`src/rtl/pred_cmp_pkg.sv`:
```
package pred_cmp_pkg;

    typedef enum logic [1:0] {
        CMP_ZERO    = 2'b00,
        CMP_NEG     = 2'b01,
        CMP_NONNEG  = 2'b10,
        CMP_NONZERO = 2'b11
    } cmp_op_e;

    localparam int unsigned FP_W   = 32;
    localparam int unsigned FP_EXP = 8;
    localparam int unsigned FP_MAN = FP_W - FP_EXP - 1;

endpackage

```
`src/rtl/fp_chan_class.sv`:
```
module fp_chan_class
    import pred_cmp_pkg::*;
#(
    parameter int unsigned DW = FP_W,
    parameter int unsigned EW = FP_EXP
) (
    input  logic [DW-1:0] val_i,
    input  logic          clamp_en_i,
    input  logic          omod_en_i,
    output logic          is_zero_o,
    output logic          is_neg_o,
    output logic          is_nan_o
);
    localparam int unsigned MW = DW - EW - 1;
    localparam logic [DW-1:0] ONE_VAL = {2'b00, {(EW-1){1'b1}}, {MW{1'b0}}};

    logic [DW-1:0] post_d;
    logic          nan_d;

    always_comb begin
        nan_d  = (&val_i[DW-2:MW]) && (|val_i[MW-1:0]);
        post_d = val_i;
        if (clamp_en_i && !nan_d) begin
            if (val_i[DW-1]) begin
                post_d = '0;
            end else if (val_i > ONE_VAL) begin
                post_d = ONE_VAL;
            end
        end
        is_nan_o  = nan_d;
        is_zero_o = (post_d[DW-2:MW] == '0) &&
                    ((post_d[MW-1:0] == '0) || !omod_en_i);
        is_neg_o  = post_d[DW-1] && !is_zero_o && !nan_d;
    end

endmodule

```
`src/rtl/pred_op_eval.sv`:
```
module pred_op_eval
    import pred_cmp_pkg::*;
(
    input  logic [1:0] op_i,
    input  logic       is_zero_i,
    input  logic       is_neg_i,
    input  logic       is_nan_i,
    output logic       bit_o
);
    cmp_op_e op_d;

    always_comb begin
        op_d = cmp_op_e'(op_i);
        unique case (op_d)
            CMP_ZERO:    bit_o = is_zero_i;
            CMP_NEG:     bit_o = is_neg_i;
            CMP_NONNEG:  bit_o = !is_neg_i && !is_nan_i;
            CMP_NONZERO: bit_o = !is_zero_i;
            default:     bit_o = 1'b0;
        endcase
    end

endmodule

```
`src/rtl/pred_cmp_unit.sv`:
```
module pred_cmp_unit
    import pred_cmp_pkg::*;
#(
    parameter int unsigned NCH = 4,
    parameter int unsigned DW  = FP_W
) (
    input  logic              clk,
    input  logic              rst_n,
    input  logic              valid_i,
    input  logic [NCH*DW-1:0] chan_i,
    input  logic              clamp_en_i,
    input  logic              omod_en_i,
    input  logic [1:0]        rgb_op_i,
    input  logic [1:0]        alpha_op_i,
    input  logic [NCH-1:0]    pred_wmask_i,
    input  logic [NCH-1:0]    temp_wmask_i,
    input  logic              pred_gate_i,
    output logic [NCH-1:0]    pred_o,
    output logic [NCH-1:0]    temp_we_o
);
    localparam int unsigned ALPHA_IDX = NCH - 1;

    typedef struct packed {
        logic [NCH-1:0] pred;
    } state_t;

    state_t         st_d, st_q;
    logic [NCH-1:0] cmp_bit;
    logic [NCH-1:0] we_d;

    for (genvar k = 0; k < NCH; k++) begin : g_chan
        logic       z, n, q;
        logic [1:0] op;
        assign op = (k == ALPHA_IDX) ? alpha_op_i : rgb_op_i;

        fp_chan_class #(.DW(DW)) u_class (
            .val_i      (chan_i[k*DW +: DW]),
            .clamp_en_i (clamp_en_i),
            .omod_en_i  (omod_en_i),
            .is_zero_o  (z),
            .is_neg_o   (n),
            .is_nan_o   (q)
        );

        pred_op_eval u_eval (
            .op_i      (op),
            .is_zero_i (z),
            .is_neg_i  (n),
            .is_nan_i  (q),
            .bit_o     (cmp_bit[k])
        );
    end

    always_comb begin
        st_d = st_q;
        we_d = '0;
        if (valid_i) begin
            st_d.pred = (st_q.pred & ~pred_wmask_i) | (cmp_bit & pred_wmask_i);
            if (pred_gate_i && (|pred_wmask_i)) begin
                we_d = temp_wmask_i & st_q.pred;
            end else begin
                we_d = temp_wmask_i;
            end
        end
    end

    always_ff @(posedge clk or negedge rst_n) begin
        if (!rst_n) begin
            st_q <= '0;
        end else begin
            st_q <= st_d;
        end
    end

    assign pred_o    = st_q.pred;
    assign temp_we_o = we_d;

endmodule

```
`config.mk`:
```
export PLATFORM = sky130hd
export DESIGN_NAME = pred_cmp_unit
export DESIGN_NICKNAME = d
export VERILOG_FILES = /design/src/rtl/pred_cmp_pkg.sv /design/src/rtl/fp_chan_class.sv /design/src/rtl/pred_op_eval.sv /design/src/rtl/pred_cmp_unit.sv
export SDC_FILE = /design/constraint.sdc
export NUM_CORES = 1
export LEC_CHECK = 0
export BUFFER_PORTS_ARGS = -buffer_cell sky130_fd_sc_hd__buf_2
export CAP_MARGIN = 20
export CORE_MARGIN = 2
export CORE_UTILIZATION = 27
export CTS_CLUSTER_DIAMETER = 150
export DETAILED_ROUTE_END_ITERATION = 12
export PLACE_DENSITY = 0.79
export SYNTH_ARGS = -nofsm -noshare
export SYNTH_HDL_FRONTEND = slang
export SYNTH_SLANG_ARGS = --single-unit
```
`constraint.sdc`:
```
create_clock -name clk -period 0.9 [get_ports clk]
set_input_delay 0.09 -clock clk [delete_from_list [all_inputs] [get_ports clk]]
set_output_delay 0.09 -clock clk [all_outputs]
set_load 0.02 [all_outputs]
```
* Word level (Yosys, flattened, before mapping) *
Index checks and enable logic that the tools add are counted.

word-level totals
  register bits = 4
  bits in latches = 0
  memory bits (writable) = 0
  bits in read-only memories = 0
  input bits = 146
  output and inout bits = 8
  word-level logic and storage cells = 95
  memories kept = 0

operators by class
  add/subtract/negate cells = 0
  multiply operators = 0
  divide/modulo/power cells = 0
  order comparisons = 4
  equal/unequal tests = 6
  shifts and indexed selects = 0
  multiplexer cells = 18
  bitwise operators = 5
  reductions and logical operators = 61

operator list
  operator              number
  $mux 32               8
  $gt 32x30->1 const B  4
  $mux 31               4
  $logic_not 23->1      4
  $reduce_or 23->1      4
  $logic_not 8->1       4
  $reduce_and 8->1      4
  $logic_and 1x1->1     25
  $pmux 1 s4            4
  $logic_not 1->1       13
  $and 4x4->4           3
  $eq 2x2->1 const B    4
  $mux 4                2
  $eq 2x1->1 const B    2
  $logic_not 2->1       2
  $logic_or 1x1->1      4
  $not 4->4             1
  $or 4x4->4            1
  $reduce_or 4->1       1

* Longest topological paths before layout *
Gate-level depths: netlist (run 1).

  depth after elaboration = 16
  mapped depth = 6
  gate-level depth less buffers = 5

* Cells and area by module *
Synthesis (run 1) repeated with hierarchy kept, for this count alone.

unflattened totals
  cell total of the unflattened synthesis = 122
  area, all modules = 933.4 µm²

by module, submodules not included
  module         instances  cells an instance  area each (µm²)  seq. area each (µm²)
  fp_chan_class  4          20                 137.6            0.0
  pred_cmp_unit  1          18                 232.7            100.1
  pred_op_eval   4          6                  37.5             0.0

* Worst setup path after synthesis (run 1) *
Ideal clock, no wire load.

  kind = input-to-reg
  start point = in chan_i[55]
  end point = reg (tool-made name)
  setup time = 0.104 ns
  data arrival time = 1.458 ns
  data required time = 0.796 ns
  setup slack = -0.662 ns
  cell stages on the path = 5
  path buffers = 0
  cell sequence = or4_1 > or3_1 > o31ai_2 > mux2i_1 > o41ai_2

RTL lines
  what             RTL line             source
  start, declared  pred_cmp_unit.sv:10  input logic [NCH*DW-1:0] chan_i,

==> results.sh, run 1 <==
export IMPL_final_max_slew_viol_count=0
export IMPL_synth_compound_area_share_pct=29.4
export IMPL_synth_xor_area_share_pct=0
export IMPL_dp_hpwl_mm=3.94
export IMPL_core_area_mm2=0.00363
export IMPL_cp_end_kind="register"
export IMPL_syn_area_mm2=0.00101
export IMPL_synth_ff_type="dfrtp_1"
export IMPL_synth_async_sr_flop_share_pct=100
export IMPL_grt_overflow=0
export IMPL_clock_sinks=4
export IMPL_crit_chain="buf_2, or4_4, or3_1, o31ai_2, mux2i_1, o41ai_2"
export IMPL_synth_edf_count=0
export IMPL_synth_fa_ha_area_share_pct=0
export IMPL_clk_pin_slew_worst_paths_ps=40
export IMPL_path_max_fanout=2
export IMPL_io_pins=154
export IMPL_ir_drop_v=0.000284
export IMPL_avgSynthCellArea_um2=7.21
export IMPL_synth_seq_area_share_pct=9.91
export IMPL_area_growth_pct=139
export IMPL_drive_gt1_share_pct=67.2
export IMPL_dp_cells=355
export IMPL_rrSetupSlack_ps=-310
export IMPL_die_w_um=65.2
export IMPL_fmax_mhz=685
export IMPL_root_buffer="clkbuf_8"
export IMPL_cp_slowest_cell="or4_4"
export IMPL_yosysWarnings=0
export IMPL_dieArea_mm2=0.00425
export IMPL_finalClockSkew_ps=0
export IMPL_synthSimpleGateAreaFrac_pct=54.5
export IMPL_rr_worst_depth=5
export IMPL_synth_most_common_cell="nor4_1"
export IMPL_clockBufferDepth=2
export IMPL_p_per_area_mw_per_mm2=679
export IMPL_ys_ff_latch=4
export IMPL_max_cap_violations=0
export IMPL_firstDrtPassIters=4
export IMPL_start_util_pct=27.8
export IMPL_status="finished, violations left"
export IMPL_rsz0062_at_grt="yes"
export IMPL_cp_slowest_stage_delay_ps=510
export IMPL_wl_per_cell_um=13.7
export IMPL_track_usage_pct=22.7
export IMPL_hold_violations=0
export IMPL_setup_viol=12
export IMPL_fin_crit_sh_pct=162
export IMPL_cp_required_ps=1020
export IMPL_critPathLaunchType="input port"
export IMPL_grt_start_max_net_pins=10
export IMPL_drc=0
export IMPL_avgViaCountPerCell=5.28
export IMPL_io_buffers=153
export IMPL_die_y_um=65.2
export IMPL_fin_ws_ps=-561
export IMPL_min_period_ps=1460
export IMPL_synthesis_nets=286
export IMPL_p_leak_uw=0.00113
export IMPL_synth_cell_types=40
export IMPL_tightest_slew_ps=372
export IMPL_place_gp_congestion=0.857
export IMPL_yosys_area_top_type="nor4_1"
export IMPL_synth_top_family_by_area="simple AND/OR/NAND/NOR gates"
export IMPL_vias=1942
export IMPL_wirelength_mm=5.06
export IMPL_num_antenna_cells=0
export IMPL_drt_first_iter_violations=25
export IMPL_postSynthCellCount=140
export IMPL_hold_path_class="in2async"
export IMPL_relSlewSlack_pct=75.0
export IMPL_critical_path_arrival_ps=1580
export IMPL_synthTopCellsByArea="nor4_1 (14%), dfrtp_1 (9.9%), nand4_1 (9.3%)"
export IMPL_stdcell_count=368
export IMPL_worstSkewPairLatency_ps=220
export IMPL_cts_tree="done"
export IMPL_grt_pass1_wl_mm=7.62
export IMPL_antenna_found_initial=0
export IMPL_synth_mux_area_share_pct=3.97
export IMPL_h_tree_depth=1
export IMPL_synthTopCellsByCount="nor4_1 (22), nand2_1 (15), nand4_1 (15)"
export IMPL_fin_setup_tns_ps=-2510
export IMPL_cts_made_buffers=3
export IMPL_synth_top_cell_area_share_pct=13.6
export IMPL_first_global_vias=1884
export IMPL_postRouteAntennaNets=0
export IMPL_violations="negative setup slack"
export IMPL_path_class="in2reg"
export IMPL_num_rows=22
export IMPL_nets=468
[where the power goes]
part	leakage (uW)	total [uW]	internal, uW	switching, uW
Clock	0.0000216	384	286	98.6
Combinational	0.00106	1020	595	423
Sequential	0.0000480	237	211	26.2
[cell families (layout without fill, tap and decap cells)]
kind of cell           after synthesis  after routing
and+or+nand+nor                     89             89
muxes                                4              4
buffers and inverters                6            186
AOI/OAI and AO/OA                   37             37
DFF                                  4              4
[how the worst max path moves through the flow]
| stage | start | end | slack, ps | depth (start not counted) |
|---|---|---|---|---|
| 2_1_floorplan | chan_i[55] | register | -620 | 5 |
| 3_3_place_gp | chan_i[55] | register | -760 | 6 |
| 3_5_place_dp | chan_i[55] | register | -830 | 6 |
| 4_1_cts | chan_i[55] | register | -550 | 6 |
| 5_1_grt | chan_i[55] | register | -620 | 6 |
| 6_report | chan_i[58] | register | -560 | 6 |
[per-stage QoR]
stage	total power, uW	util [%]	setup slack, ps	cell area (um^2)	hold slack (ps)
floorplan	481	-	-625	1050	-206
global placement	962	54.9	-764	1990	-88.9
detailed placement	982	54.9	-830	1990	-87.0
CTS	1590	64.3	-554	2340	233
global route	1750	66.5	-624	2410	262
finish	1640	66.5	-561	2410	250
[placed cells by master, fill, tap and decap left out, types with 7 or more instances in the layout]
cell type | Yosys | layout
buf_4 | 0 | 21
nand4_1 | 15 | 15
buf_6 | 0 | 26
buf_2 | 0 | 133
nand2_1 | 15 | 15
nor4_4 | 2 | 8
o21ai_0 | 8 | 7
nor2_1 | 7 | 7
nor4_1 | 22 | 8
nor4_2 | 1 | 9
[worst max-delay path, delay by kind of cell]
family | cells | cell delay, ps
mux | 1 | 130
compound gates | 2 | 350
buf+inv | 1 | 110
simple gates | 2 | 900
[final cells by class]
type                    count  area (um^2)
inverters                   2         7.51
repair buffers            181         1130
fillers                   326         1220
clock buffers               3         41.3
flip-flops and latches      4          100
well taps                  48         60.1
multi-input cells         130         1080
[timing repair]
item / 4_1_cts / 5_1_grt
hold buffers: 1 / 0
buffers inserted: 7 / 4
pin swaps: 13 / 3
hold endpoints to repair: 4 / 0
cloned: 0 / 0
gates resized for setup: 49 / 11
endpoints found under the setup margin: 8 / 12
[metal layers]
metal | routed length (um) | vias to the layer above | track usage (%)
met3 | 375 | 16 | 3.77
met1 | 1860 | 881 | 23.9
met5 | 0 | - | 0
met4 | 134 | 0 | 13.5
li1 | - | 956 | -
met2 | 2690 | 89 | 42.1
Power figures use the tool's default switching activity.
==> inputs of run 2 (changes only) <==
- CORE_ASPECT_RATIO: not set -> 0.7
==> run 2 against run 1 <==
Net effect:
- the flow still finishes with violations (negative setup slack)
- largest power group unchanged
- routed wire length decreased by 3.9%
- worst setup slack gained 9.3 ps
- non-clock buffer count decreased by 3
==> results.sh, run 2 (synthesis gave the netlist of run 1 again) <==
export IMPL_cp_startpoint="chan_i[57]"
export IMPL_critPathTopFamily="simple AND/OR/NAND/NOR gates"
export IMPL_max_cap_violations=0
export IMPL_fin_crit_sh_pct=161
export IMPL_avgViaCountPerCell=5.08
export IMPL_seqPwrFrac_pct=14.7
export IMPL_cts_tree="done"
export IMPL_violations="negative setup slack"
export IMPL_p_sw_share_pct=32.9
export IMPL_p_leak_uw=0.00113
export IMPL_root_buffer="clkbuf_8"
export IMPL_cts_made_buffers=3
export IMPL_postRouteAntennaNets=0
export IMPL_cp_required_ps=1010
export IMPL_multiInputGateArea_mm2=0.00108
export IMPL_path_class="in2reg"
export IMPL_rr_worst_depth=5
export IMPL_min_period_ps=1450
export IMPL_drive_gt1_share_pct=67.2
export IMPL_rsz0062_at_grt="yes"
export IMPL_num_rows=18
export IMPL_rrSetupSlack_ps=-250
export IMPL_dieArea_mm2=0.00425
export IMPL_first_global_vias=1640
export IMPL_fin_ws_ps=-551
export IMPL_place_area_mm2=0.00200
export IMPL_ir_drop_v=0.000410
export IMPL_nets=465
export IMPL_status="finished, violations left"
export IMPL_firstDrtPassIters=4
export IMPL_crit_buf_inv=1
export IMPL_final_cell_mix="buf_2 (130), buf_6 (26), buf_4 (20), nand2_1 (15), nand4_1 (15)"
export IMPL_final_core_util_pct=67.7
export IMPL_path_depth=6
export IMPL_core_area_mm2=0.00356
export IMPL_num_antenna_cells=0
export IMPL_critPathLaunchType="input port"
export IMPL_die_y_um=55.2
export IMPL_register_area_um2=100
export IMPL_clk_pin_slew_worst_paths_ps=30
export IMPL_wirelength_mm=4.86
export IMPL_dp_hpwl_mm=3.84
export IMPL_antenna_found_initial=0
export IMPL_relSlewSlack_pct=69.0
export IMPL_hold_violations=0
export IMPL_vias=1866
export IMPL_design_area_mm2=0.00241
export IMPL_start_util_pct=28.4
export IMPL_setup_viol=12
export IMPL_fill_cells=298
export IMPL_timing_hold_ws_ps=221
export IMPL_layout_commonest_cell="buf_2"
export IMPL_hold_path_class="in2async"
export IMPL_io_pins=154
export IMPL_io_buffers=153
export IMPL_clockBufferDepth=2
export IMPL_p_per_area_mw_per_mm2=665
export IMPL_internal_power_uw=1080
export IMPL_grt_pass1_wl_mm=7.02
export IMPL_drc=0
export IMPL_cp_slowest_cell="or4_4"
export IMPL_drt_first_iter_violations=57
export IMPL_tightest_slew_ps=459
export IMPL_die_w_um=77.1
export IMPL_grt_overflow=0
export IMPL_h_tree_depth=1
export IMPL_wl_per_cell_um=13.2
export IMPL_clockPowerShare_pct=23.5
export IMPL_clock_sinks=4
export IMPL_grt_start_max_net_pins=10
export IMPL_combPwrFrac_pct=61.8
export IMPL_area_growth_pct=139
export IMPL_track_usage_pct=20.9
export IMPL_cp_slowest_stage_delay_ps=520
export IMPL_net_switching_power_uw=527
export IMPL_final_max_slew_viol_count=0
export IMPL_path_max_fanout=2
export IMPL_critical_path_arrival_ps=1570
export IMPL_cp_end_kind="register"
export IMPL_fmax_mhz=689
export IMPL_worstSkewPairLatency_ps=220
export IMPL_place_gp_congestion=0.761
export IMPL_finalClockSkew_ps=0
export IMPL_crit_chain="buf_6, or4_4, or3_1, o31ai_2, mux2i_1, o41ai_2"
## run 2: repair_timing
| item | 4_1_cts | 5_1_grt |
|---|---|---|
| hold buffers | 1 | 0 |
| gates resized for setup | 43 | 20 |
| setup buffers | 5 | 1 |
| setup endpoints to repair | 9 | 12 |
| endpoints found under the hold margin | 4 | 0 |
| gates cloned | 0 | 0 |
| pin swaps | 19 | 8 |
## run 2: layout make-up
cell class              instances  share of cell area (%)
repair buffers                178                    46.4
well taps                      50                    2.60
flip-flops and latches          4                    4.16
inverters                       2                   0.312
clock buffers                   3                    1.71
multi-input cells             130                    44.8
## run 2: worst min-delay path by stage
| stage | to | slack, ps | start | cells past startpoint |
|---|---|---|---|---|
| after floorplan | asynchronous set/reset pin | -210 | rst_n | 0 |
| after global placement | asynchronous set/reset pin | -90 | rst_n | 1 |
| after detailed placement | asynchronous set/reset pin | -100 | rst_n | 1 |
| after CTS | register | 210 | valid_i | 3 |
| after global routing | asynchronous set/reset pin | 230 | rst_n | 2 |
| final | asynchronous set/reset pin | 220 | rst_n | 2 |
## run 2: worst register-to-register path, stage by stage (launching register included)
cell      delay, ps
dfrtp_1         380
buf_4           140
nor2_1           90
o21ai_0          70
a221oi_1        250
nor4b_2          80
## run 2: metal layers
metal	track usage, %	part of all wire, %	vias up
met5	0	0	-
met2	39.9	51	78
met4	2.38	0.39	0
met3	3.57	6.4	2
met1	26.3	42	833
li1	-	-	953
## run 2: power groups by stage
stage	Clock, uW	Sequential, uW	Combinational (uW)
after CTS	385	233	937
after global placement	0	239	728
after global routing	396	240	1070
after floorplan	0	271	210
after detailed placement	0	240	743
final	377	236	990
## run 2: per-stage QoR
step | std cells | worst slack [ps] | power (uW) | TNS, ps
6_report | 367 | -551 | 1600 | -2590
5_1_grt | 367 | -630 | 1710 | -3110
4_1_cts | 366 | -551 | 1550 | -2540
3_5_place_dp | 358 | -819 | 983 | -3420
3_3_place_gp | 358 | -763 | 966 | -3250
2_1_floorplan | 140 | -625 | 481 | -1760
==> inputs of run 3 (changes only) <==
- ABC_AREA: not set -> 1
- CELL_PAD_IN_SITES_DETAIL_PLACEMENT: not set -> 1
- CELL_PAD_IN_SITES_GLOBAL_PLACEMENT: not set -> 1
- CORE_UTILIZATION: 27 -> 16
- PLACE_DENSITY: 0.79 -> not set
- PLACE_DENSITY_LB_ADDON: not set -> 0.1
==> run 3 against run 2 <==
Net effect:
- the run still ends with negative setup slack left
- fmax increased by 14%
- critical path depth increased by 8
- die area increased by 100%
- register-to-register slack improved by 330 ps
- sequential cell count unchanged
- utilization decreased by 28 points
- non-clock buffer count increased by 17
- area after synthesis increased by 24%
- clock skew unchanged
==> results.sh, run 3 <==
export IMPL_grt_start_max_net_pins=9
export IMPL_fin_ws_ps=-371
export IMPL_synthesis_nets=408
export IMPL_vias=2362
export IMPL_worstSkewPairLatency_ps=210
export IMPL_design_area_mm2=0.00298
export IMPL_root_buffer="clkbuf_8"
export IMPL_antenna_found_initial=0
export IMPL_hold_violations=0
export IMPL_die_w_um=110
export IMPL_synth_edf_count=0
export IMPL_rrSetupSlack_ps=80
export IMPL_cp_end_kind="register"
export IMPL_synth_async_sr_flop_share_pct=100
export IMPL_synth_seq_area_share_pct=8.02
export IMPL_rsz0062_at_grt="yes"
export IMPL_synth_most_common_cell="nand2_1"
export IMPL_grt_overflow=0
export IMPL_start_util_pct=16.8
export IMPL_syn_area_mm2=0.00125
export IMPL_relSlewSlack_pct=80.0
export IMPL_max_cap_violations=0
export IMPL_cp_required_ps=1000
export IMPL_synthTopCellsByCount="nand2_1 (84), nor2_1 (66), inv_1 (31)"
export IMPL_dieArea_mm2=0.00854
export IMPL_path_class="in2reg"
export IMPL_min_period_ps=1270
export IMPL_ys_ff_latch=4
export IMPL_die_y_um=77.9
export IMPL_nets=607
export IMPL_drt_first_iter_violations=51
export IMPL_core_area_mm2=0.00742
export IMPL_dp_slack_ps=-639
export IMPL_cp_slowest_stage_delay_ps=310
export IMPL_drive_gt1_share_pct=60.3
export IMPL_place_area_mm2=0.00239
export IMPL_fmax_mhz=787
export IMPL_wirelength_mm=6.21
export IMPL_finalClockSkew_ps=0
export IMPL_area_growth_pct=138
export IMPL_synth_cell_types=23
export IMPL_fin_crit_sh_pct=141
export IMPL_multiInputGateArea_mm2=0.00128
export IMPL_clk_pin_slew_worst_paths_ps=30
export IMPL_fill_cells=1018
export IMPL_avgSynthCellArea_um2=4.77
export IMPL_setup_viol=9
export IMPL_p_per_area_mw_per_mm2=574
export IMPL_final_max_slew_viol_count=0
export IMPL_avgViaCountPerCell=4.24
export IMPL_cts_tree="done"
export IMPL_p_leak_uw=0.00157
export IMPL_critPathLaunchType="input port"
export IMPL_first_global_vias=2382
export IMPL_synth_top_cell_area_share_pct=25.3
export IMPL_wl_per_cell_um=11.1
export IMPL_synthTopCellsByArea="nand2_1 (25%), nor2_1 (20%), nand3_1 (10%)"
export IMPL_postSynthCellCount=262
export IMPL_place_gp_congestion=0.758
export IMPL_num_antenna_cells=0
export IMPL_cp_slowest_cell="nor3_4"
export IMPL_final_cell_mix="buf_2 (119), nand2_1 (70), buf_4 (40), buf_6 (35), nor2_1 (34)"
export IMPL_postRouteAntennaNets=0
export IMPL_rr_worst_depth=4
export IMPL_clockBufferDepth=2
export IMPL_num_rows=26
export IMPL_drc=0
export IMPL_clock_sinks=4
export IMPL_io_pins=154
export IMPL_crit_chain="buf_6, nand4_1, nor3_4, a21oi_2, nand2_1, nand2_1, nand2_2, nand2_4, nand3_2, nand2_1, inv_1, nand3_2, nand2_1, nand2_1"
export IMPL_firstDrtPassIters=4
export IMPL_yosysWarnings=0
export IMPL_cts_made_buffers=3
export IMPL_h_tree_depth=1
export IMPL_io_buffers=153
export IMPL_grt_pass1_wl_mm=9.73
export IMPL_violations="negative setup slack"
export IMPL_critical_path_arrival_ps=1380
export IMPL_path_max_fanout=4
export IMPL_tightest_slew_ps=297
export IMPL_crit_path_frequent_cell="nand2_1"
export IMPL_yosys_area_top_type="nand2_1"
export IMPL_layout_commonest_cell="buf_2"
export IMPL_register_area_um2=100
export IMPL_dp_hpwl_mm=5.20
export IMPL_hold_path_class="in2async"
export IMPL_status="finished, violations left"
export IMPL_ir_drop_v=0.000439
export IMPL_track_usage_pct=13.5
export IMPL_synth_ff_type="dfrtp_1"
run 3: cell count changes after synthesis, sizes merged, moves of 5 or more:
cell   previous run  this run
inv               2        34
nand2            15        88
nand3             4        29
nand4            16         9
nor2              7        71
nor4             25         7
o211a             5         0
o21ai             8         3
run 3: what timing repair did:
action                                  CTS  global route
hold buffers                              1             0
pin swaps                                 7            60
endpoints found under the hold margin     4             0
resized for setup                        42            77
endpoints found under the setup margin    9             9
setup buffers                             3             4
run 3: area by class of cell:
cell class,instances,share of cell area [%]
Timing Repair Buffer,195,43.7
Multi-Input combinational cell,223,43.2
Inverter,34,4.29
Tap cell,98,4.12
Sequential cell,4,3.36
Clock buffer,3,1.39
run 3: kinds of logic after synthesis:
kind of cell	after synthesis	synth area share, %
and+or+nand+nor	212	75.8
AOI/OAI and AO/OA	11	5.71
DFF	4	8.02
buffers and inverters	35	10.5
run 3: how the worst max path moves through the flow:
stage                start        to  slack (ps)
5_1_grt         chan_i[74]  register        -530
2_1_floorplan   chan_i[96]  register        -340
4_1_cts         chan_i[78]  register        -400
6_report       chan_i[123]  register        -370
3_3_place_gp    chan_i[71]  register        -620
3_5_place_dp    chan_i[85]  register        -640
run 3: worst max-delay path: cells and delay by family:
kind                   cells  cell delay (ps)
AND/OR/NAND/NOR           11             1060
buffers and inverters      2              130
AO/OA/AOI/OAI              1              100
run 3: power breakdown:
part | internal, uW | switching, uW | total, uW
registers | 209 | 21.6 | 231
logic | 604 | 502 | 1110
clock network | 285 | 87.3 | 372
run 3: through the flow:
step	hold slack (ps)	std cells	setup TNS, ps	utilization (%)	power (uW)
4_1_cts	232	553	-1980	35.5	1590
5_1_grt	232	557	-2980	40.1	1860
3_5_place_dp	-89.2	546	-3220	32.2	1100
3_3_place_gp	-97.4	546	-3080	32.2	1080
2_1_floorplan	-206	262	-1070	-	565
6_report	224	557	-1960	40.1	1710
run 3: routing by layer:
metal | vias to the layer above | GRT usage [%] | routed length, um
li1 | 1232 | - | -
met1 | 1056 | 17.1 | 2580
met2 | 70 | 24.6 | 3190
met4 | 0 | 1.14 | 35
met5 | - | 0 | 0
met3 | 4 | 2.44 | 402
